--- src/rtl/spi_flash_pkg.sv ---
package spi_flash_pkg;

    localparam int ADDR_W = 24;

    localparam logic [7:0] OP_READ   = 8'h03;
    localparam logic [7:0] OP_STATUS = 8'h05;
    localparam logic [7:0] OP_IDENT  = 8'h9F;
    localparam logic [7:0] OP_SIG    = 8'hAB;

    localparam logic [7:0] SIG_BYTE  = 8'h15;
    localparam logic [7:0] ID_BYTE0  = 8'h20;
    localparam logic [7:0] ID_BYTE1  = 8'h16;

    typedef enum logic [2:0] {
        ST_IDLE,
        ST_OPCODE,
        ST_ADDR,
        ST_READ,
        ST_STATUS,
        ST_ID,
        ST_SIG,
        ST_IGNORE
    } tgt_state_t;

    function automatic tgt_state_t decode_op(input logic [7:0] op);
        unique case (op)
            OP_READ:   return ST_ADDR;
            OP_STATUS: return ST_STATUS;
            OP_IDENT:  return ST_ID;
            OP_SIG:    return ST_SIG;
            default:   return ST_IGNORE;
        endcase
    endfunction

endpackage

--- src/rtl/spi_in_sync.sv ---
module spi_in_sync #(
    parameter int          N       = 4,
    parameter logic [N-1:0] RST_VAL = '0
) (
    input  logic         clk,
    input  logic         rst_n,
    input  logic [N-1:0] d_in,
    output logic [N-1:0] d_sync,
    output logic [N-1:0] d_prev
);

    logic [N-1:0] stage1;

    for (genvar i = 0; i < N; i++) begin : g_bit
        always_ff @(posedge clk or negedge rst_n) begin
            if (!rst_n) begin
                stage1[i] <= RST_VAL[i];
                d_sync[i] <= RST_VAL[i];
                d_prev[i] <= RST_VAL[i];
            end else begin
                stage1[i] <= d_in[i];
                d_sync[i] <= stage1[i];
                d_prev[i] <= d_sync[i];
            end
        end
    end

endmodule

--- src/rtl/spi_flash_ram.sv ---
module spi_flash_ram #(
    parameter int AW = 8,
    parameter int DW = 8
) (
    input  logic          clk,
    input  logic          we,
    input  logic [AW-1:0] waddr,
    input  logic [DW-1:0] wdata,
    input  logic [AW-1:0] raddr,
    output logic [DW-1:0] rdata
);

    localparam int DEPTH = 1 << AW;

    logic [DW-1:0] mem [DEPTH];

    always_ff @(posedge clk) begin
        if (we) begin
            mem[waddr] <= wdata;
        end
        rdata <= mem[raddr];
    end

endmodule

--- src/rtl/spi_tx_source.sv ---
module spi_tx_source
    import spi_flash_pkg::*;
(
    input  tgt_state_t  state,
    input  logic [7:0]  status,
    input  logic        id_sel,
    input  logic [7:0]  ram_rdata,
    output logic [7:0]  next_byte
);

    always_comb begin
        unique case (state)
            ST_READ:   next_byte = ram_rdata;
            ST_STATUS: next_byte = status;
            ST_ID:     next_byte = id_sel ? ID_BYTE1 : ID_BYTE0;
            ST_SIG:    next_byte = SIG_BYTE;
            default:   next_byte = 8'h00;
        endcase
    end

endmodule

--- src/rtl/spi_flash_target.sv ---
module spi_flash_target
    import spi_flash_pkg::*;
#(
    parameter int         AW      = 8,
    parameter logic [2:0] BP_INIT = 3'b101
) (
    input  logic          clk,
    input  logic          rst_n,
    input  logic          spi_sck,
    input  logic          spi_cs_n,
    input  logic          spi_hold_n,
    input  logic          spi_mosi,
    input  logic          load_we,
    input  logic [AW-1:0] load_addr,
    input  logic [7:0]    load_data,
    output logic          spi_miso,
    output logic          spi_miso_oe
);

    localparam int          NSYNC   = 4;
    localparam logic [7:0]  STATUS  = {3'b000, BP_INIT, 2'b00};
    localparam logic [NSYNC-1:0] SYNC_RST = 4'b0100;

    logic [NSYNC-1:0] pin_s, pin_p;
    logic cs_n_s, cs_n_p, hold_n_s, sck_s, sck_p, mosi_s;
    logic unused_prev;

    spi_in_sync #(.N(NSYNC), .RST_VAL(SYNC_RST)) u_sync (
        .clk    (clk),
        .rst_n  (rst_n),
        .d_in   ({spi_cs_n, spi_hold_n, spi_sck, spi_mosi}),
        .d_sync (pin_s),
        .d_prev (pin_p)
    );

    assign cs_n_s      = pin_s[3];
    assign cs_n_p      = pin_p[3];
    assign hold_n_s    = pin_s[2];
    assign sck_s       = pin_s[1];
    assign sck_p       = pin_p[1];
    assign mosi_s      = pin_s[0];
    assign unused_prev = pin_p[2] ^ pin_p[0];

    tgt_state_t state, nxt;
    logic        armed;
    logic [2:0]  bit_cnt;
    logic [1:0]  addr_cnt;
    logic [7:0]  shreg, tx_reg, byte_in, next_byte, ram_rdata;
    logic [15:0] addr_acc;
    logic [ADDR_W-1:0] full_addr;
    logic [AW-1:0] rd_ptr;
    logic        id_sel;
    logic        unused_addr;

    logic cs_fall, sck_rise, sck_fall, selected, hold_act, rise_ok, fall_ok;
    logic out_state, byte_done;

    assign cs_fall   = ~cs_n_s & cs_n_p;
    assign sck_rise  = sck_s & ~sck_p;
    assign sck_fall  = ~sck_s & sck_p;
    assign selected  = armed & ~cs_n_s;
    assign hold_act  = selected & ~hold_n_s;
    assign rise_ok   = selected & ~hold_act & sck_rise;
    assign fall_ok   = selected & ~hold_act & sck_fall;
    assign byte_in   = {shreg[6:0], mosi_s};
    assign byte_done = rise_ok && (bit_cnt == 3'd7);
    assign full_addr = {addr_acc, byte_in};
    assign unused_addr = ^full_addr[ADDR_W-1:AW];
    assign out_state = (state == ST_READ) || (state == ST_STATUS) ||
                       (state == ST_ID)   || (state == ST_SIG);

    spi_flash_ram #(.AW(AW), .DW(8)) u_ram (
        .clk   (clk),
        .we    (load_we),
        .waddr (load_addr),
        .wdata (load_data),
        .raddr (rd_ptr),
        .rdata (ram_rdata)
    );

    spi_tx_source u_src (
        .state     (state),
        .status    (STATUS),
        .id_sel    (id_sel),
        .ram_rdata (ram_rdata),
        .next_byte (next_byte)
    );

    // State register
    always_ff @(posedge clk or negedge rst_n) begin
        if (!rst_n) begin
            state <= ST_IDLE;
        end else begin
            state <= nxt;
        end
    end

    // Next-state logic
    always_comb begin
        nxt = state;
        if (!selected) begin
            nxt = ST_IDLE;
        end else begin
            unique case (state)
                ST_IDLE:   nxt = hold_act ? ST_IDLE : ST_OPCODE;
                ST_OPCODE: if (byte_done) nxt = decode_op(byte_in);
                ST_ADDR:   if (byte_done && addr_cnt == 2'd2) nxt = ST_READ;
                ST_READ, ST_STATUS, ST_ID, ST_SIG, ST_IGNORE: nxt = state;
                default:   nxt = ST_IDLE;
            endcase
        end
    end

    // Shift path and arming
    always_ff @(posedge clk or negedge rst_n) begin
        if (!rst_n) begin
            armed    <= 1'b0;
            bit_cnt  <= '0;
            addr_cnt <= '0;
            shreg    <= '0;
            tx_reg   <= '0;
            addr_acc <= '0;
            rd_ptr   <= '0;
            id_sel   <= 1'b0;
        end else begin
            if (cs_fall) begin
                armed <= 1'b1;
            end
            if (!selected) begin
                bit_cnt  <= '0;
                addr_cnt <= '0;
                tx_reg   <= '0;
                id_sel   <= 1'b0;
            end else begin
                if (rise_ok) begin
                    shreg   <= byte_in;
                    bit_cnt <= bit_cnt + 3'd1;
                    if (state == ST_ADDR && bit_cnt == 3'd7) begin
                        addr_cnt <= addr_cnt + 2'd1;
                        addr_acc <= full_addr[15:0];
                        if (addr_cnt == 2'd2) begin
                            rd_ptr <= full_addr[AW-1:0];
                        end
                    end
                end
                if (fall_ok && out_state) begin
                    if (bit_cnt == 3'd0) begin
                        tx_reg <= next_byte;
                        if (state == ST_READ) rd_ptr <= rd_ptr + 1'b1;
                        if (state == ST_ID)   id_sel <= ~id_sel;
                    end else begin
                        tx_reg <= {tx_reg[6:0], 1'b0};
                    end
                end
            end
        end
    end

    // Outputs
    always_comb begin
        spi_miso_oe = selected & ~hold_act & out_state;
        spi_miso    = spi_miso_oe & tx_reg[7];
    end

endmodule

--- config.mk ---
export PLATFORM = sky130hd
export DESIGN_NAME = spi_flash_target
export DESIGN_NICKNAME = d
export VERILOG_FILES = /design/src/rtl/spi_flash_pkg.sv /design/src/rtl/spi_in_sync.sv /design/src/rtl/spi_flash_ram.sv /design/src/rtl/spi_tx_source.sv /design/src/rtl/spi_flash_target.sv
export SDC_FILE = /design/constraint.sdc
export NUM_CORES = 2
export LEC_CHECK = 0
export BUFFER_PORTS_ARGS = -buffer_cell sky130_fd_sc_hd__buf_2
export CAP_MARGIN = 20
export CORE_MARGIN = 2
export CORE_UTILIZATION = 63
export DETAILED_ROUTE_END_ITERATION = 8
export PLACE_DENSITY = 0.79
export SYNTH_ARGS = -nofsm -noshare
export SYNTH_HDL_FRONTEND = slang
export SYNTH_SLANG_ARGS = --single-unit
--- constraint.sdc ---
create_clock -name clk -period 2.6 [get_ports clk]
set_input_delay 0.52 -clock clk [delete_from_list [all_inputs] [get_ports clk]]
set_output_delay 0.52 -clock clk [all_outputs]
set_load 0.1 [all_outputs]
==> impl_summary.log <==
[metrics] number of enable-type register cells in the synthesized netlist: 2048
[metrics] final std cell area, no fill: slightly below 0.1 sq mm
[metrics] Finished Core Util: around 76%
[metrics] # port buffers: 24
[metrics] leading cell type by number of instances after synthesis: edfxtp_1
[metrics] leading post-synthesis cells by cell area: edfxtp_1, mux4_2, mux2i_1
[metrics] core region area: approximately 0.13 sq mm
[metrics] Cell Pwr Density: between 600 and 700 mW/mm^2
[metrics] Seq/Total Area, Yosys: 76.5%
[metrics] number of iterations in the first detailed-routing pass: 9
[metrics] violation count after the first detailed-routing iteration: between 9000 and 10000
[metrics] final worst clock skew: 0.0443 ns
[metrics] status: finished, violations left
[metrics] wire length of the first global-routing pass: ~350000 microns
[metrics] worst slew pin tran: 1.28 ns
[metrics] overall die height: ~360 microns
[metrics] launching point of the worst reg2reg path: rd_ptr[0]$_DFFE_PN0N_
[metrics] arrival time of the worst setup path: between 3 and 4 ns
[metrics] Most used DFF post-synth: edfxtp_1
[metrics] DIE AREA: 0.133 sq mm
[metrics] GRT Overall Usage: around 37%
[metrics] fmax: around 0.30 GHz
[metrics] I/O Pins: 25
[metrics] area growth from synthesis to layout: 20.2%
[metrics] vias per cell: ~7.2
[metrics] final critical-path required period: approximately 3.3 ns
[metrics] antenna violations before repair: 12
[metrics] worst hold path endpoint: u_ram.mem[202][0]$_DFFE_PP_
[metrics] die width: around 360 microns
[metrics] Synth Area in Simple Gates: 3.15%
[metrics] instance count along the most critical hold path: 1
[metrics] register name with the most flops: u_ram.mem
[metrics] dominant combinational cell family by area after synthesis: multiplexers
[metrics] fraction of layout cells with a size suffix above 1: 34.7%
[metrics] nets in the synthesized netlist: between 4000 and 5000
[metrics] critical path class: flip-flop to flip-flop
[metrics] number of max-capacitance violations reported: 0
[metrics] cell type contributing the most total cell area after synthesis: edfxtp_1
[metrics] number of levels in the clock H-tree: 4
[metrics] adder and majority gate portion of the synthesized area: less than 1%
[metrics] fraction of registers with async set or reset after synthesis: 2.05%
[metrics] synthesized cell area: just over 0.08 sq mm
[metrics] synthesized area divided by synthesized cell count: roughly 20 sq um
[metrics] count of unique library cells instantiated by Yosys: between 70 and 80
[metrics] Relative slew margins: about 14%
[metrics] violations in the final reports: design-rule violations, negative setup slack
[metrics] CTS Buffer Depth: 3
[metrics] Remaining Overflow, GRT: 0
[metrics] worst-path maximum fanout: 8
[metrics] Synth top area share: approximately 75%
[metrics] aggregate negative setup slack: -4.36 ns
[metrics] worst hold path class: input pin to flip-flop
[metrics] DRC: 26
[metrics] Antenna Violating Nets Remaining: 0
[metrics] Post-synth top cells: edfxtp_1, mux4_2, nor2_1
[metrics] R2R Setup Slk: -0.70 ns
[metrics] Hold Fails Final Rpt: 0
[metrics] Detailed Route WL: 249000 microns
[metrics] standard-cell rows: between 100 and 150
[metrics] final-layout worst hold slack: between 0.15 and 0.2 ns
[metrics] share of the synthesized area in compound gates (AO/OA/AOI/OAI): under 10%
[metrics] CTS sink cnt: between 2000 and 2500
[metrics] detailed-route wire length per cell: 36.4 microns
[metrics] R2R cell count: 12
[metrics] number of global-route vias before repair: 48000
[metrics] total setup violations reported at the end of the flow: 8
[metrics] endpoint kind of the worst setup timing path: flip-flop
[metrics] clock root buffer: clkbuf_16
[metrics] setup repair after global routing missed its margin: true
[metrics] CTS buffer count: just under 200
[metrics] number of max-slew violations in the final report: 0
[metrics] CTS clk-pin slew, worst paths: approximately 0.07 ns
[metrics] gpl congestion: about 0.94
[metrics] leakage power total: 31.7 nW
[metrics] yosys warns: 0
[metrics] CTS tree: yes
[metrics] HP Start: load_data[0]
[metrics] number of flip-flops in the largest register: 2048
[metrics] maximum vdd ir drop: between 0.7 and 0.8 mV
[metrics] startpoint type of the worst setup path: flip-flop
[metrics] required time reported for the critical path endpoint: about 3.3 ns
[metrics] starting utilization of the core area: 63.4%
[metrics] post-place setup slack: -1.13 ns
[metrics] Skew-Pair Late Insertion Delay: ~0.86 ns
[metrics] HPWL reported at the end of detailed placement: 145000 microns
[metrics] endpoint of the most critical register-to-register path: u_ram.rdata[2]$_DFF_P_
[metrics] area after detailed placement: between 0.08 and 0.09 sq mm
[metrics] pin count of the biggest net entering global routing: a little under 90
[metrics] total number of nets in the final design: just under 5000
[metrics] post-synthesis register bit count: about 2100
[metrics] final worst slack: -0.700 ns
[metrics] post-synthesis share of cell area spent on xor and xnor gates: 0.0214%
[metrics] number of instances in the synthesized netlist: between 4000 and 5000
[metrics] portion of netlist area occupied by mux cells: between 10% and 20%
[metrics] total number of vias: 49000
[metrics] portion of the clock cycle consumed by the worst path in the final layout: 127%
[per-layer routing]
metal  vias up  global-route usage [%]  part of all wire (%)
li1      18600                       -                     -
met1     24500                    49.4                    32
met2      4858                    55.6                    46
met3      1034                    12.0                    15
met4        18                    21.6                   7.2
met5         -                       0                 0.055
[report_power, final]
part | total (mW) | internal, mW | leakage, nW | switching, mW
Clock | 29.7 | 16.8 | 3.24 | 12.9
Sequential | 37.3 | 37.2 | 19.0 | 0.0765
Combinational | 1.08 | 0.224 | 9.46 | 0.858
Total | 68.1 | 54.2 | 31.7 | 13.9
[timing repair]
item	4_1_cts	5_1_grt
hold endpoints to repair	26	0
gates cloned	4	3
pin swaps	29	39
setup endpoints to repair	10	14
hold buffers	5	0
buffers inserted	36	46
gates resized for setup	158	91
[area by class of cell]
class                           instances  area (sq um)
Tap cell                             1742          2180
Sequential cell                      2099         62800
Timing Repair Buffer                  880          8330
Clock buffer                          249          5270
Inverter                               14          53.8
Antenna cell                           10          25.0
Fill cell                            6210         30800
Multi-Input combinational cell       1726         18600
Clock inverter                        118          1340
[how the worst max path moves through the flow]
stage,end,slack (ns),startpoint,cells past startpoint
floorplan,spi_miso,0.19,state[2]$_DFFE_PN0P_,4
global placement,u_ram.rdata[5]$_DFF_P_,-1.19,rd_ptr[0]$_DFFE_PN0N_,8
detailed placement,u_ram.rdata[5]$_DFF_P_,-1.13,rd_ptr[0]$_DFFE_PN0N_,9
CTS,u_ram.rdata[5]$_DFF_P_,-0.45,rd_ptr[0]$_DFFE_PN0N_,9
global route,u_ram.rdata[7]$_DFF_P_,-0.63,rd_ptr[0]$_DFFE_PN0N_,11
finish,u_ram.rdata[2]$_DFF_P_,-0.70,rd_ptr[0]$_DFFE_PN0N_,12
[worst max-delay path: stages (launching register included)]
cell,delay [ns]
dfrtp_4,0.51
buf_12,0.19
buf_16,0.14
buf_4,0.16
buf_4,0.13
mux4_2,0.52
o22ai_2,0.16
buf_4,0.15
nor3_1,0.09
a21o_1,0.22
o311ai_1,0.45
buf_4,0.28
o31ai_1,0.09
[through the flow]
step / instances / total power [mW]
floorplan: 4092 / 38.2
global placement: 6368 / 38.9
detailed placement: 6369 / 39.0
CTS: 6780 / 67.9
global route: 6828 / 69.3
finish: 6838 / 68.1
[cell usage in the layout (no fill, tap or decap), types with 18 or more instances in the layout]
master | synthesis | final
edfxtp_1 | 2048 | 2048
buf_4 | 31 | 713
mux4_2 | 410 | 410
nor2_1 | 332 | 325
mux2i_1 | 228 | 220
clkbuf_16 | 0 | 204
buf_12 | 2 | 95
nand2_1 | 85 | 84
a21oi_1 | 92 | 68
a22oi_1 | 90 | 66
clkinv_2 | 0 | 48
o21ai_0 | 55 | 46
nand3_1 | 45 | 45
clkbuf_1 | 115 | 42
dfrtp_1 | 41 | 34
nor3_1 | 35 | 31
a221o_1 | 31 | 31
clkinv_1 | 1 | 28
a221oi_1 | 45 | 25
o22ai_1 | 30 | 25
a22oi_2 | 0 | 24
bufinv_16 | 0 | 24
a21oi_2 | 0 | 22
a221oi_2 | 1 | 18
[kinds of logic (layout without fill, tap and decap cells)]
| logic type | Yosys count | after routing |
|---|---|---|
| AND/OR/NAND/NOR | 589 | 589 |
| flip-flops | 2099 | 2099 |
| other | 0 | 10 |
| XOR/XNOR | 2 | 2 |
| AO/OA/AOI/OAI | 475 | 475 |
| multiplexers | 655 | 655 |
| buffers and inverters | 267 | 1261 |
| adder cells (fa/ha/maj) | 5 | 5 |
No activity file was read; power rests on OpenSTA's default activity.
